`config.mk`:
```
export PLATFORM = sky130hd
export DESIGN_NAME = tc_top
export DESIGN_NICKNAME = d
export VERILOG_FILES = /design/src/rtl/tc_pkg.sv /design/src/rtl/tc_prescaler.sv /design/src/rtl/tc_core.sv /design/src/rtl/tc_channel.sv /design/src/rtl/tc_top.sv
export SDC_FILE = /design/constraint.sdc
export NUM_CORES = 1
export LEC_CHECK = 0
export ABC_CLOCK_PERIOD_IN_PS = 9600
export BUFFER_PORTS_ARGS = -buffer_cell sky130_fd_sc_hd__clkbuf_2
export CAP_MARGIN = 20
export CORE_MARGIN = 1
export CORE_UTILIZATION = 25
export CTS_BUF_LIST = sky130_fd_sc_hd__clkbuf_16
export CTS_CLUSTER_SIZE = 14
export DETAILED_ROUTE_END_ITERATION = 8
export PLACE_DENSITY_LB_ADDON = 0.05
export SKIP_CTS_REPAIR_TIMING = 1
export SYNTH_ARGS = -nofsm -noshare
export SYNTH_HDL_FRONTEND = slang
export SYNTH_SLANG_ARGS = --single-unit
export TNS_END_PERCENT = 5
```
`constraint.sdc`:
```
create_clock -name clk -period 9.6 [get_ports clk]
set_input_delay 0.48 -clock clk [delete_from_list [all_inputs] [get_ports clk]]
set_output_delay 0.48 -clock clk [all_outputs]
set_load 0.02 [all_outputs]
```
`src/rtl/tc_pkg.sv`:
```
package tc_pkg;

    // Word offsets (byte address >> 2)
    localparam int unsigned WORD_TASK = 0;
    localparam int unsigned WORD_MODE = 1;
    localparam int unsigned WORD_EVT  = 2;
    localparam int unsigned WORD_IEN  = 3;
    localparam int unsigned WORD_CC0  = 4;

    // Task bit positions
    localparam int unsigned TB_START = 0;
    localparam int unsigned TB_STOP  = 1;
    localparam int unsigned TB_COUNT = 2;
    localparam int unsigned TB_CLEAR = 3;
    localparam int unsigned TB_CAP0  = 4;

    typedef enum logic {
        CNT_MODE_TIMER   = 1'b0,
        CNT_MODE_COUNTER = 1'b1
    } cnt_mode_e;

endpackage

```
`src/rtl/tc_prescaler.sv`:
```
module tc_prescaler #(
    parameter int unsigned PS_MAX = 9,
    localparam int unsigned PS_W  = $clog2(PS_MAX + 1),
    localparam int unsigned DIV_W = PS_MAX + 1
) (
    input  logic            clk,
    input  logic            rst_n,
    input  logic            enable,
    input  logic            ref_stb,
    input  logic [3:0]      shift,
    input  logic            restart,
    output logic            tick
);

    typedef struct packed {
        logic [DIV_W-1:0] div;
    } ps_state_t;

    ps_state_t st_d, st_q;
    logic [PS_W-1:0]  shift_eff;
    logic [DIV_W-1:0] limit;

    always_comb begin
        st_d = st_q;
        if (32'(shift) > PS_MAX) shift_eff = PS_W'(PS_MAX);
        else                     shift_eff = PS_W'(shift);
        limit = (DIV_W'(1) << shift_eff) - DIV_W'(1);
        tick  = enable && ref_stb && (st_q.div >= limit);
        if (restart)             st_d.div = '0;
        else if (tick)           st_d.div = '0;
        else if (enable && ref_stb) st_d.div = st_q.div + DIV_W'(1);
    end

    always_ff @(posedge clk or negedge rst_n) begin
        if (!rst_n) st_q <= '0;
        else        st_q <= st_d;
    end

    AST_PRE_WRAP: assert property (@(posedge clk) disable iff (!rst_n)
        tick |=> (st_q.div == '0));

    AST_PRE_IDLE: assert property (@(posedge clk) disable iff (!rst_n)
        (!ref_stb && !restart) |=> $stable(st_q.div));

endmodule

```
`src/rtl/tc_core.sv`:
```
module tc_core #(
    parameter int unsigned CNT_W    = 32,
    parameter int unsigned NARROW_W = 16
) (
    input  logic             clk,
    input  logic             rst_n,
    input  logic             start,
    input  logic             stop,
    input  logic             clear,
    input  logic             inc_req,
    input  logic             wide,
    output logic             running,
    output logic [CNT_W-1:0] count,
    output logic [CNT_W-1:0] count_nxt,
    output logic             bump
);

    localparam logic [CNT_W-1:0] NARROW_MASK = CNT_W'((64'd1 << NARROW_W) - 64'd1);

    typedef struct packed {
        logic             run;
        logic [CNT_W-1:0] cnt;
    } core_state_t;

    core_state_t st_d, st_q;
    logic [CNT_W-1:0] plus_one;

    always_comb begin
        st_d     = st_q;
        plus_one = st_q.cnt + CNT_W'(1);
        if (!wide) plus_one = plus_one & NARROW_MASK;
        bump = st_q.run && inc_req && !clear;
        if (stop)       st_d.run = 1'b0;
        else if (start) st_d.run = 1'b1;
        if (clear)      st_d.cnt = '0;
        else if (bump)  st_d.cnt = plus_one;
        count_nxt = st_d.cnt;
    end

    always_ff @(posedge clk or negedge rst_n) begin
        if (!rst_n) st_q <= '0;
        else        st_q <= st_d;
    end

    assign running = st_q.run;
    assign count   = st_q.cnt;

    AST_HOLD_STOPPED: assert property (@(posedge clk) disable iff (!rst_n)
        (!st_q.run && !clear) |=> $stable(st_q.cnt));

    AST_CLEAR_ZERO: assert property (@(posedge clk) disable iff (!rst_n)
        clear |=> (st_q.cnt == '0));

    AST_CLEAR_KEEPS_RUN: assert property (@(posedge clk) disable iff (!rst_n)
        (clear && !start && !stop) |=> $stable(st_q.run));

    AST_STOP_WINS: assert property (@(posedge clk) disable iff (!rst_n)
        stop |=> !st_q.run);

    AST_NARROW_RANGE: assert property (@(posedge clk) disable iff (!rst_n)
        (bump && !wide) |=> ((st_q.cnt & ~NARROW_MASK) == '0));

endmodule

```
`src/rtl/tc_channel.sv`:
```
module tc_channel #(
    parameter int unsigned CNT_W    = 32,
    parameter int unsigned NARROW_W = 16
) (
    input  logic             clk,
    input  logic             rst_n,
    input  logic             capture,
    input  logic [CNT_W-1:0] cap_val,
    input  logic             wr_cc,
    input  logic [CNT_W-1:0] wr_data,
    input  logic             bump,
    input  logic [CNT_W-1:0] count_nxt,
    input  logic             wide,
    input  logic             ev_wr,
    input  logic             ev_wr_bit,
    output logic [CNT_W-1:0] cc,
    output logic             ev
);

    typedef struct packed {
        logic [CNT_W-1:0] cc;
        logic             ev;
    } ch_state_t;

    ch_state_t st_d, st_q;
    logic match;

    always_comb begin
        st_d = st_q;
        if (wide) match = bump && (count_nxt == st_q.cc);
        else      match = bump && (count_nxt[NARROW_W-1:0] == st_q.cc[NARROW_W-1:0]);
        if (capture)    st_d.cc = cap_val;
        else if (wr_cc) st_d.cc = wr_data;
        if (match)                    st_d.ev = 1'b1;
        else if (ev_wr && !ev_wr_bit) st_d.ev = 1'b0;
    end

    always_ff @(posedge clk or negedge rst_n) begin
        if (!rst_n) st_q <= '0;
        else        st_q <= st_d;
    end

    assign cc = st_q.cc;
    assign ev = st_q.ev;

    AST_CAPTURE_LOAD: assert property (@(posedge clk) disable iff (!rst_n)
        capture |=> (st_q.cc == $past(cap_val)));

    AST_EVT_STICKY: assert property (@(posedge clk) disable iff (!rst_n)
        (st_q.ev && !ev_wr) |=> st_q.ev);

    AST_EVT_NEEDS_BUMP: assert property (@(posedge clk) disable iff (!rst_n)
        (!st_q.ev && !bump) |=> !st_q.ev);

endmodule

```
`src/rtl/tc_top.sv`:
```
module tc_top #(
    parameter int unsigned NUM_CH   = 4,
    parameter int unsigned CNT_W    = 32,
    parameter int unsigned NARROW_W = 16,
    parameter int unsigned PS_MAX   = 9,
    parameter int unsigned ADDR_W   = 8
) (
    input  logic              clk,
    input  logic              rst_n,
    input  logic [ADDR_W-1:0] bus_addr,
    input  logic              bus_wr,
    input  logic [31:0]       bus_wdata,
    output logic [31:0]       bus_rdata,
    input  logic              ref_fast_stb,
    input  logic              ref_slow_stb,
    output logic              irq
);
    import tc_pkg::*;

    localparam int unsigned WORD_W = ADDR_W - 2;

    typedef struct packed {
        cnt_mode_e        mode;
        logic             wide;
        logic             ref_slow;
        logic [3:0]       shift;
        logic [NUM_CH-1:0] ien;
    } cfg_t;

    cfg_t cfg_d, cfg_q;

    logic [WORD_W-1:0] word;
    logic              aligned;
    logic              wr_task, wr_mode, wr_evt, wr_ien;
    logic [NUM_CH-1:0] wr_cc;
    logic [NUM_CH-1:0] cap;
    logic              t_start, t_stop, t_count, t_clear;
    logic              ref_stb, tick, inc_req, running, bump;
    logic [CNT_W-1:0]  count, count_nxt;
    logic [CNT_W-1:0]  cc [NUM_CH];
    logic [NUM_CH-1:0] ev;

    // Bus decode
    always_comb begin
        word    = bus_addr[ADDR_W-1:2];
        aligned = (bus_addr[1:0] == 2'b00);
        wr_task = bus_wr && aligned && (32'(word) == WORD_TASK);
        wr_mode = bus_wr && aligned && (32'(word) == WORD_MODE);
        wr_evt  = bus_wr && aligned && (32'(word) == WORD_EVT);
        wr_ien  = bus_wr && aligned && (32'(word) == WORD_IEN);
        t_start = wr_task && bus_wdata[TB_START];
        t_stop  = wr_task && bus_wdata[TB_STOP];
        t_count = wr_task && bus_wdata[TB_COUNT];
        t_clear = wr_task && bus_wdata[TB_CLEAR];
        for (int n = 0; n < NUM_CH; n++) begin
            wr_cc[n] = bus_wr && aligned && (32'(word) == WORD_CC0 + n);
            cap[n]   = wr_task && bus_wdata[TB_CAP0 + n];
        end
    end

    // Configuration registers
    always_comb begin
        cfg_d = cfg_q;
        if (wr_mode) begin
            cfg_d.mode     = cnt_mode_e'(bus_wdata[0]);
            cfg_d.wide     = bus_wdata[1];
            cfg_d.ref_slow = bus_wdata[2];
            cfg_d.shift    = bus_wdata[11:8];
        end
        if (wr_ien) cfg_d.ien = bus_wdata[NUM_CH-1:0];
    end

    always_ff @(posedge clk or negedge rst_n) begin
        if (!rst_n) begin
            cfg_q          <= '0;
            cfg_q.wide     <= 1'b1;
        end else begin
            cfg_q <= cfg_d;
        end
    end

    // Tick source
    assign ref_stb = cfg_q.ref_slow ? ref_slow_stb : ref_fast_stb;

    tc_prescaler #(.PS_MAX(PS_MAX)) u_ps (
        .clk     (clk),
        .rst_n   (rst_n),
        .enable  (running && (cfg_q.mode == CNT_MODE_TIMER)),
        .ref_stb (ref_stb),
        .shift   (cfg_q.shift),
        .restart (t_stop || t_clear),
        .tick    (tick)
    );

    assign inc_req = (cfg_q.mode == CNT_MODE_TIMER) ? tick : t_count;

    tc_core #(.CNT_W(CNT_W), .NARROW_W(NARROW_W)) u_core (
        .clk       (clk),
        .rst_n     (rst_n),
        .start     (t_start),
        .stop      (t_stop),
        .clear     (t_clear),
        .inc_req   (inc_req),
        .wide      (cfg_q.wide),
        .running   (running),
        .count     (count),
        .count_nxt (count_nxt),
        .bump      (bump)
    );

    for (genvar g = 0; g < NUM_CH; g++) begin : g_ch
        tc_channel #(.CNT_W(CNT_W), .NARROW_W(NARROW_W)) u_ch (
            .clk       (clk),
            .rst_n     (rst_n),
            .capture   (cap[g]),
            .cap_val   (count),
            .wr_cc     (wr_cc[g]),
            .wr_data   (bus_wdata[CNT_W-1:0]),
            .bump      (bump),
            .count_nxt (count_nxt),
            .wide      (cfg_q.wide),
            .ev_wr     (wr_evt),
            .ev_wr_bit (bus_wdata[g]),
            .cc        (cc[g]),
            .ev        (ev[g])
        );
    end

    // Read mux
    always_comb begin
        bus_rdata = '0;
        if (aligned) begin
            if (32'(word) == WORD_TASK)      bus_rdata[0] = running;
            else if (32'(word) == WORD_MODE) begin
                bus_rdata[0]    = cfg_q.mode;
                bus_rdata[1]    = cfg_q.wide;
                bus_rdata[2]    = cfg_q.ref_slow;
                bus_rdata[11:8] = cfg_q.shift;
            end
            else if (32'(word) == WORD_EVT)  bus_rdata[NUM_CH-1:0] = ev;
            else if (32'(word) == WORD_IEN)  bus_rdata[NUM_CH-1:0] = cfg_q.ien;
            else begin
                for (int n = 0; n < NUM_CH; n++)
                    if (32'(word) == WORD_CC0 + n) bus_rdata[CNT_W-1:0] = cc[n];
            end
        end
    end

    assign irq = |(ev & cfg_q.ien);

    AST_COUNTER_IGNORES_REF: assert property (@(posedge clk) disable iff (!rst_n)
        (cfg_q.mode == CNT_MODE_COUNTER && !t_count && !t_clear) |=> $stable(count));

    AST_IRQ_MASKED: assert property (@(posedge clk) disable iff (!rst_n)
        (cfg_q.ien == '0) |-> !irq);

endmodule

```
Word-level counts from Yosys, hierarchy flattened
Index checks and enable logic that the tools add are counted.

cells by class
  $add $sub $neg = 3
  magnitude comparators = 2
  eq/ne operators = 15
  shift-type cells = 1
  muxes and demuxes = 46
  bitwise logic cells = 2
  reductions and logical operators = 53

operators with widths
  kind                   count
  $mux 32                16
  $eq 32x32->1           4
  $eq 16x16->1           4
  $mux 28                2
  $logic_and 1x1->1      34
  $add 32x1->32 const B  1
  $mux 31                1
  $mux 10                3
  $eq 6x3->1 const B     4
  $mux 20                1
  $reduce_bool 2->1      9
  $mux 1                 17
  $mux 4                 4
  $eq 6x2->1 const B     2
  $add 10x1->10 const B  1
  $ge 10x10->1           1
  $shl 1x4->10 const A   1
  $sub 10x2->10 const B  1
  $eq 6x1->1 const B     1
  $logic_not 6->1        1
  $logic_not 1->1        5
  $mux 5                 1
  $and 4x4->4            1
  $gt 4x4->1 const B     1
  other kinds (6)        6

word-level totals
  register bits after elaboration = 186
  output and inout port bits = 33
  word-level logic and storage cells = 138

Logic depth before layout (Yosys ltp)
  depth after elaboration = 15
  mapped depth = 20

Hierarchy
From an unflattened synthesis, not the netlist that was laid out.

unflattened totals
  cells, all modules = 1,225
  area, all modules = 12,141.6 um^2

modules (own cells, without submodules)
  module        instances  cells each  area each (um^2)  seq. area each (um^2)
  tc_channel    4          185         1,845.5           825.8
  tc_core       1          219         2,035.7           825.8
  tc_top        1          165         1,791.7           276.5
  tc_prescaler  1          101         932.1             250.2

Least setup slack after synthesis
Ideal clock, no wire load.

  path type = reg2reg
  start point = register cfg_q[7] (netlist bit)
  end point = register g_ch[1].u_ch.st_q (netlist bit g_ch[1].u_ch.ev)
  library setup time = 95 ps
  arrival time = 4,226 ps
  required time = 9,505 ps
  setup slack = 5,279 ps
  cell stages (with the launch flop) = 20
  period minus slack after synthesis = 4,321 ps
  cell sequence = dfrtp_1 > clkbuf_1 > nor2_1 > nand3b_1 > ha_1 > nor3_1 > a21o_1 > a32oi_1 > ha_1 > nand4_1 > o41ai_2 > a221o_1 > buf_2 > buf_1 > nand3_1 > a31oi_1 > xor2_1 > a2111oi_0 > a41oi_1 > o31ai_1

on the way
  cells in the longest elaborated chain, start to end = 15

ends and longest elaborated chain
  item                                                line                source
  start, declared                                     tc_top.sv:30        cfg_t cfg_d, cfg_q;
  start signal, assigned                              tc_top.sv:78        cfg_q <= cfg_d;
  $gt 4x4->1                                          tc_prescaler.sv:25  if (32'(shift) > PS_MAX) shift_eff = PS_W'(PS_MAX);
  $mux 4 (*)                                          tc_prescaler.sv:25
  $shl 1x4->10 (*)                                    tc_prescaler.sv:27  limit = (DIV_W'(1) << shift_eff) - DIV_W'(1);
  $sub 10x2->10 (*)                                   tc_prescaler.sv:27
  $ge 10x10->1 (*)                                    tc_prescaler.sv:28  tick = enable && ref_stb && (st_q.div >= limit);
  $logic_and 1x1->1 (*)                               tc_prescaler.sv:28
  $mux 1 (*)                                          tc_top.sv:95        assign inc_req = (cfg_q.mode == CNT_MODE_TIMER) ? tick : t_count;
  $logic_and 1x1->1 (*) (2 in series)                 tc_core.sv:32       bump = st_q.run && inc_req && !clear;
  $mux 32 (*)                                         tc_core.sv:36       else if (bump) st_d.cnt = plus_one;
  $mux 32 (*)                                         tc_core.sv:35       if (clear) st_d.cnt = '0;
  net count_nxt[19]                                   tc_top.sv:39        logic [CNT_W-1:0] count, count_nxt;
  $eq 32x32->1 (*)                                    tc_channel.sv:30    if (wide) match = bump && (count_nxt == st_q.cc);
  $logic_and 1x1->1 (*)                               tc_channel.sv:30
  $mux 1 (*)                                          tc_channel.sv:30
  $mux 1 / $reduce_bool 2->1 (equally long branches)  n/a
  end signal, assigned                                tc_channel.sv:40    else st_q <= st_d;
  end, declared                                       tc_channel.sv:25    ch_state_t st_d, st_q;

Mark *: on every way through the listed nets, which the timed path passes. The rest lies on a longest branch.
A chain may end at the register's enable or synchronous reset.

Worst setup path in the final report
  start point = register cfg_q[7] (netlist bit)
  end point = register g_ch[2].u_ch.st_q (netlist bit g_ch[2].u_ch.ev)

on the way
  cells in the longest elaborated chain, start to end = 15

ends and longest elaborated chain
  item                                                 line
  $gt 4x4->1                                           tc_prescaler.sv:25
  $mux 4 (*)                                           tc_prescaler.sv:25
  $shl 1x4->10 (*)                                     tc_prescaler.sv:27
  $sub 10x2->10 (*)                                    tc_prescaler.sv:27
  $ge 10x10->1 (*)                                     tc_prescaler.sv:28
  $logic_and 1x1->1 (*)                                tc_prescaler.sv:28
  $mux 1 (*)                                           tc_top.sv:95
  $logic_and 1x1->1 (*) (2 in series)                  tc_core.sv:32
  $mux 32                                              tc_core.sv:36
  $mux 32                                              tc_core.sv:35
  $eq 32x32->1 / $eq 16x16->1 (equally long branches)  tc_channel.sv:30, tc_channel.sv:31
  $logic_and 1x1->1 (on tied branches)                 tc_channel.sv:30, tc_channel.sv:31
  $mux 1 (*)                                           tc_channel.sv:30
  $mux 1 / $reduce_bool 2->1 (equally long branches)   n/a
  end signal, assigned                                 tc_channel.sv:40
  end, declared                                        tc_channel.sv:25

Mark *: on every way between the ends. The rest lies on a longest branch, timed or not.

==> impl_metrics.py <==
metrics = {
    "status": {
        "outcome": "completed",
    },
    "global_routing": {
        "grt_pass1_wl_um": 92000,
        "grt_overflow_total": 0,
        "grt_usage": 0.241,
        "grt_start_max_net_pins": 71,
        "antenna_found_initial": 0,
        "first_global_vias": 12500,
    },
    "synth": {
        "yosysTopAreaCellShare": 0.355,
        "syn-instance-count": 1527,
        "synthArstFlopShare": 1.00,
        "syn_avg_cell_area_um2": 8.54,
        "yosys_register_bits": 186,
        "synth_top_area_cell": "dfrtp_1",
        "syn-num-nets": 1585,
        "synth_cell_types": 86,
        "synth_edf_count": 0,
        "synth_area_leaders": "dfrtp_1, nand2_1, a22oi_1",
        "synthFlopType": "dfrtp_1",
        "synth_seq_area_share": 0.357,
        "yosysWarningCount": 0,
        "netlist_area_um2": 13000,
    },
    "detailed_routing": {
        "drt_iter0_markers": 1055,
        "ant_nets": 0,
        "wirelength_um": 62900,
        "wl_per_cell_um": 28.3,
        "drc": 0,
        "detail_route.first_pass.iterations": 7,
        "viasPerCell": 5.61,
        "dr_total_vias": 12400,
    },
    "worst_setup_path": {
        "crit_type": "register to register",
        "cp_cell_sequence": "nor2_1, nand3b_1, ha_1, nor3_1, a21o_1, a32oi_1, ha_1, nand4_1, o41ai_2, a221oi_4, buf_4, o311ai_2, a21o_1, o211ai_1, nor4bb_1, a41oi_1, o41ai_1",
        "startpoint_type": "register",
        "worst_ep_required_time_ns": 9.98,
        "path_max_fanout": 45,
        "max_stage_delay_ns": 0.71,
        "crit_arrival_ns": 5.72,
        "crit_path_end_kind": "register",
        "regToRegSetupSlack_ns": 4.26,
        "crit_path_top_delay_cell": "o311ai_2",
        "critical-path-top-delay-family": "compound AO/OA/AOI/OAI gates",
        "cp_num_buf_inv": 1,
    },
    "cells_and_area": {
        "syn_to_final_growth_pct": 12.0,
        "layout-drive-gt1-share": 0.147,
        "fill_cells": 5517,
        "stdcell_count": 2220,
        "fin_nets": 1586,
        "diodes": 0,
    },
    "timing": {
        "setup_viol": 0,
        "min_period_over_period": 0.556,
        "rsz0062_at_grt": "no",
        "relSlewSlack": 0.260,
        "final.setup.tns_ns": 0,
        "slew_viol_final": 0,
        "max_slew.worst_pin.slew_ns": 1.11,
        "clock_skew_ns": 0.0189,
        "max_freq_mhz": 187,
        "hold_viol": 0,
        "period_minus_slack_ns": 5.34,
    },
    "clock_tree": {
        "cts_tree": "done",
        "cts-root-buf": "clkbuf_16",
        "clk_pin_slew_ns": 0.08,
        "clock-sinks": 186,
        "cts_made_buffers": 17,
        "cts-htree-levels": 4,
        "clk_path_buf_depth": 2,
        "clock_latency_ns": 0.51,
    },
    "floorplanning": {
        "rows": 83,
        "dieArea_um2": 53100,
        "die_x_um": 230,
        "pin_count": 78,
        "initial_core_util": 0.254,
        "die_y_um": 230,
        "coreArea_um2": 51400,
    },
    "hold_path": {
        "hold_class": "input port to register",
    },
    "power_and_ir_drop": {
        "p_total_mw": 1.86,
        "sw_frac_of_total": 0.328,
        "vdd_drop_max_mv": 0.124,
        "power_density_nw_per_um2": 127,
        "p_clk_frac": 0.385,
        "seq_power_share": 0.475,
        "p_int_mw": 1.25,
        "power_frac_comb": 0.140,
        "p_switching_mw": 0.608,
        "p_leak_nw": 6.47,
    },
    "place": {
        "place.detailed.hpwl_um": 43200,
        "place_inst": 2188,
        "place_congestion": 0.900,
        "portBuffers": 77,
    },
    "job": {
        "cap_violations": 0,
    },
}
-- worst min-delay path, stage by stage --
cell,delay [ns]
clkbuf_2,0.12
a22oi_1,0.07
nand2_1,0.06
-- power by group through the flow --
stage               registers, mW  clock network, mW  logic (mW)
finish                      0.883              0.715       0.259
global route                0.888              0.760       0.285
CTS                         0.883              0.739       0.261
detailed placement          0.898                  0       0.260
global placement            0.899                  0       0.261
floorplan                   0.864                  0       0.162
-- cell usage in the layout (no fill, tap or decap), types with 17 or more instances in the layout --
master	instances
clkbuf_2	75
and3_1	42
inv_1	36
nor2_1	62
a21oi_1	52
o22ai_1	18
a22oi_1	128
mux4_2	26
xnor2_1	35
clkbuf_16	17
mux2i_1	21
nand3_1	46
xor2_1	51
o21ai_0	58
nor4_1	32
mux2_2	18
dfrtp_1	185
nand2_1	302
buf_4	32
nor3_1	21
nand4_1	27
-- cells in the mapped netlist (27+ instances only) --
cell type    n
nand2_1    302
dfrtp_1    185
a22oi_1    128
clkbuf_1    96
nor2_1      67
o21ai_0     58
a21oi_1     52
xor2_1      51
nand3_1     46
and3_1      43
inv_1       36
xnor2_1     35
nor4_1      33
nand4_1     27
-- kinds of logic after synthesis --
group / after synthesis / share of synthesized area
DFF: 186 / 0.357
AOI/OAI and AO/OA: 376 / 0.207
muxes: 67 / 0.0787
adders and majority gates: 13 / 0.0125
other: 1 / 0.000288
and+or+nand+nor: 634 / 0.236
buffers and inverters: 164 / 0.0507
xor gates and xnor gates: 86 / 0.0578
-- area by class of cell --
class | instances | area [µm²] | share of cell area
Clock buffer | 17 | 425 | 0.0291
Clock inverter | 14 | 114 | 0.00779
Inverter | 36 | 135 | 0.00925
Multi-Input combinational cell | 1177 | 7790 | 0.533
Sequential cell | 186 | 4660 | 0.319
Tap cell | 680 | 851 | 0.0582
Timing Repair Buffer | 110 | 644 | 0.0441
-- registers in the layout, indices dropped and copies added (netlist names) --
name	cells
g_ch.u_ch.cc	128
u_core.count	32
cfg_q	11
u_ps.st_q	10
g_ch.u_ch.ev	4
u_core.running	1
-- per-layer routing --
layer	track usage	wire (µm)	vias up
met2	0.410	31100	432
met5	0	0	-
li1	-	-	5628
met3	0.0346	2740	105
met4	0.0832	1750	0
met1	0.309	27300	6282
-- final timing paths --
kind                                startpoint                  end  cells after the start
hold reg to reg            g_ch[0].u_ch.cc[26]  g_ch[0].u_ch.cc[26]                      2
hold / removal                   bus_wdata[23]  g_ch[2].u_ch.cc[23]                      3
setup reg to reg                      cfg_q[7]      g_ch[2].u_ch.ev                     17
min in group asynchronous                rst_n   g_ch[3].u_ch.cc[4]                      2
setup / recovery                      cfg_q[7]      g_ch[2].u_ch.ev                     17
max in group asynchronous                rst_n  g_ch[1].u_ch.cc[22]                      3
-- stage by stage --
| stage | hold WS (ns) | worst slack (ns) | cell area (µm²) | util |
|---|---|---|---|---|
| 2_1_floorplan | 0.184 | 5.28 | 13000 | - |
| 3_3_place_gp | 0.484 | 4.45 | 14100 | 0.274 |
| 3_5_place_dp | 0.489 | 4.33 | 14100 | 0.274 |
| 4_1_cts | -0.0562 | 4.29 | 14600 | 0.284 |
| 5_1_grt | 0.243 | 3.87 | 14600 | 0.284 |
| 6_report | 0.257 | 4.26 | 14600 | 0.284 |
(Power assumes the default switching activity.)
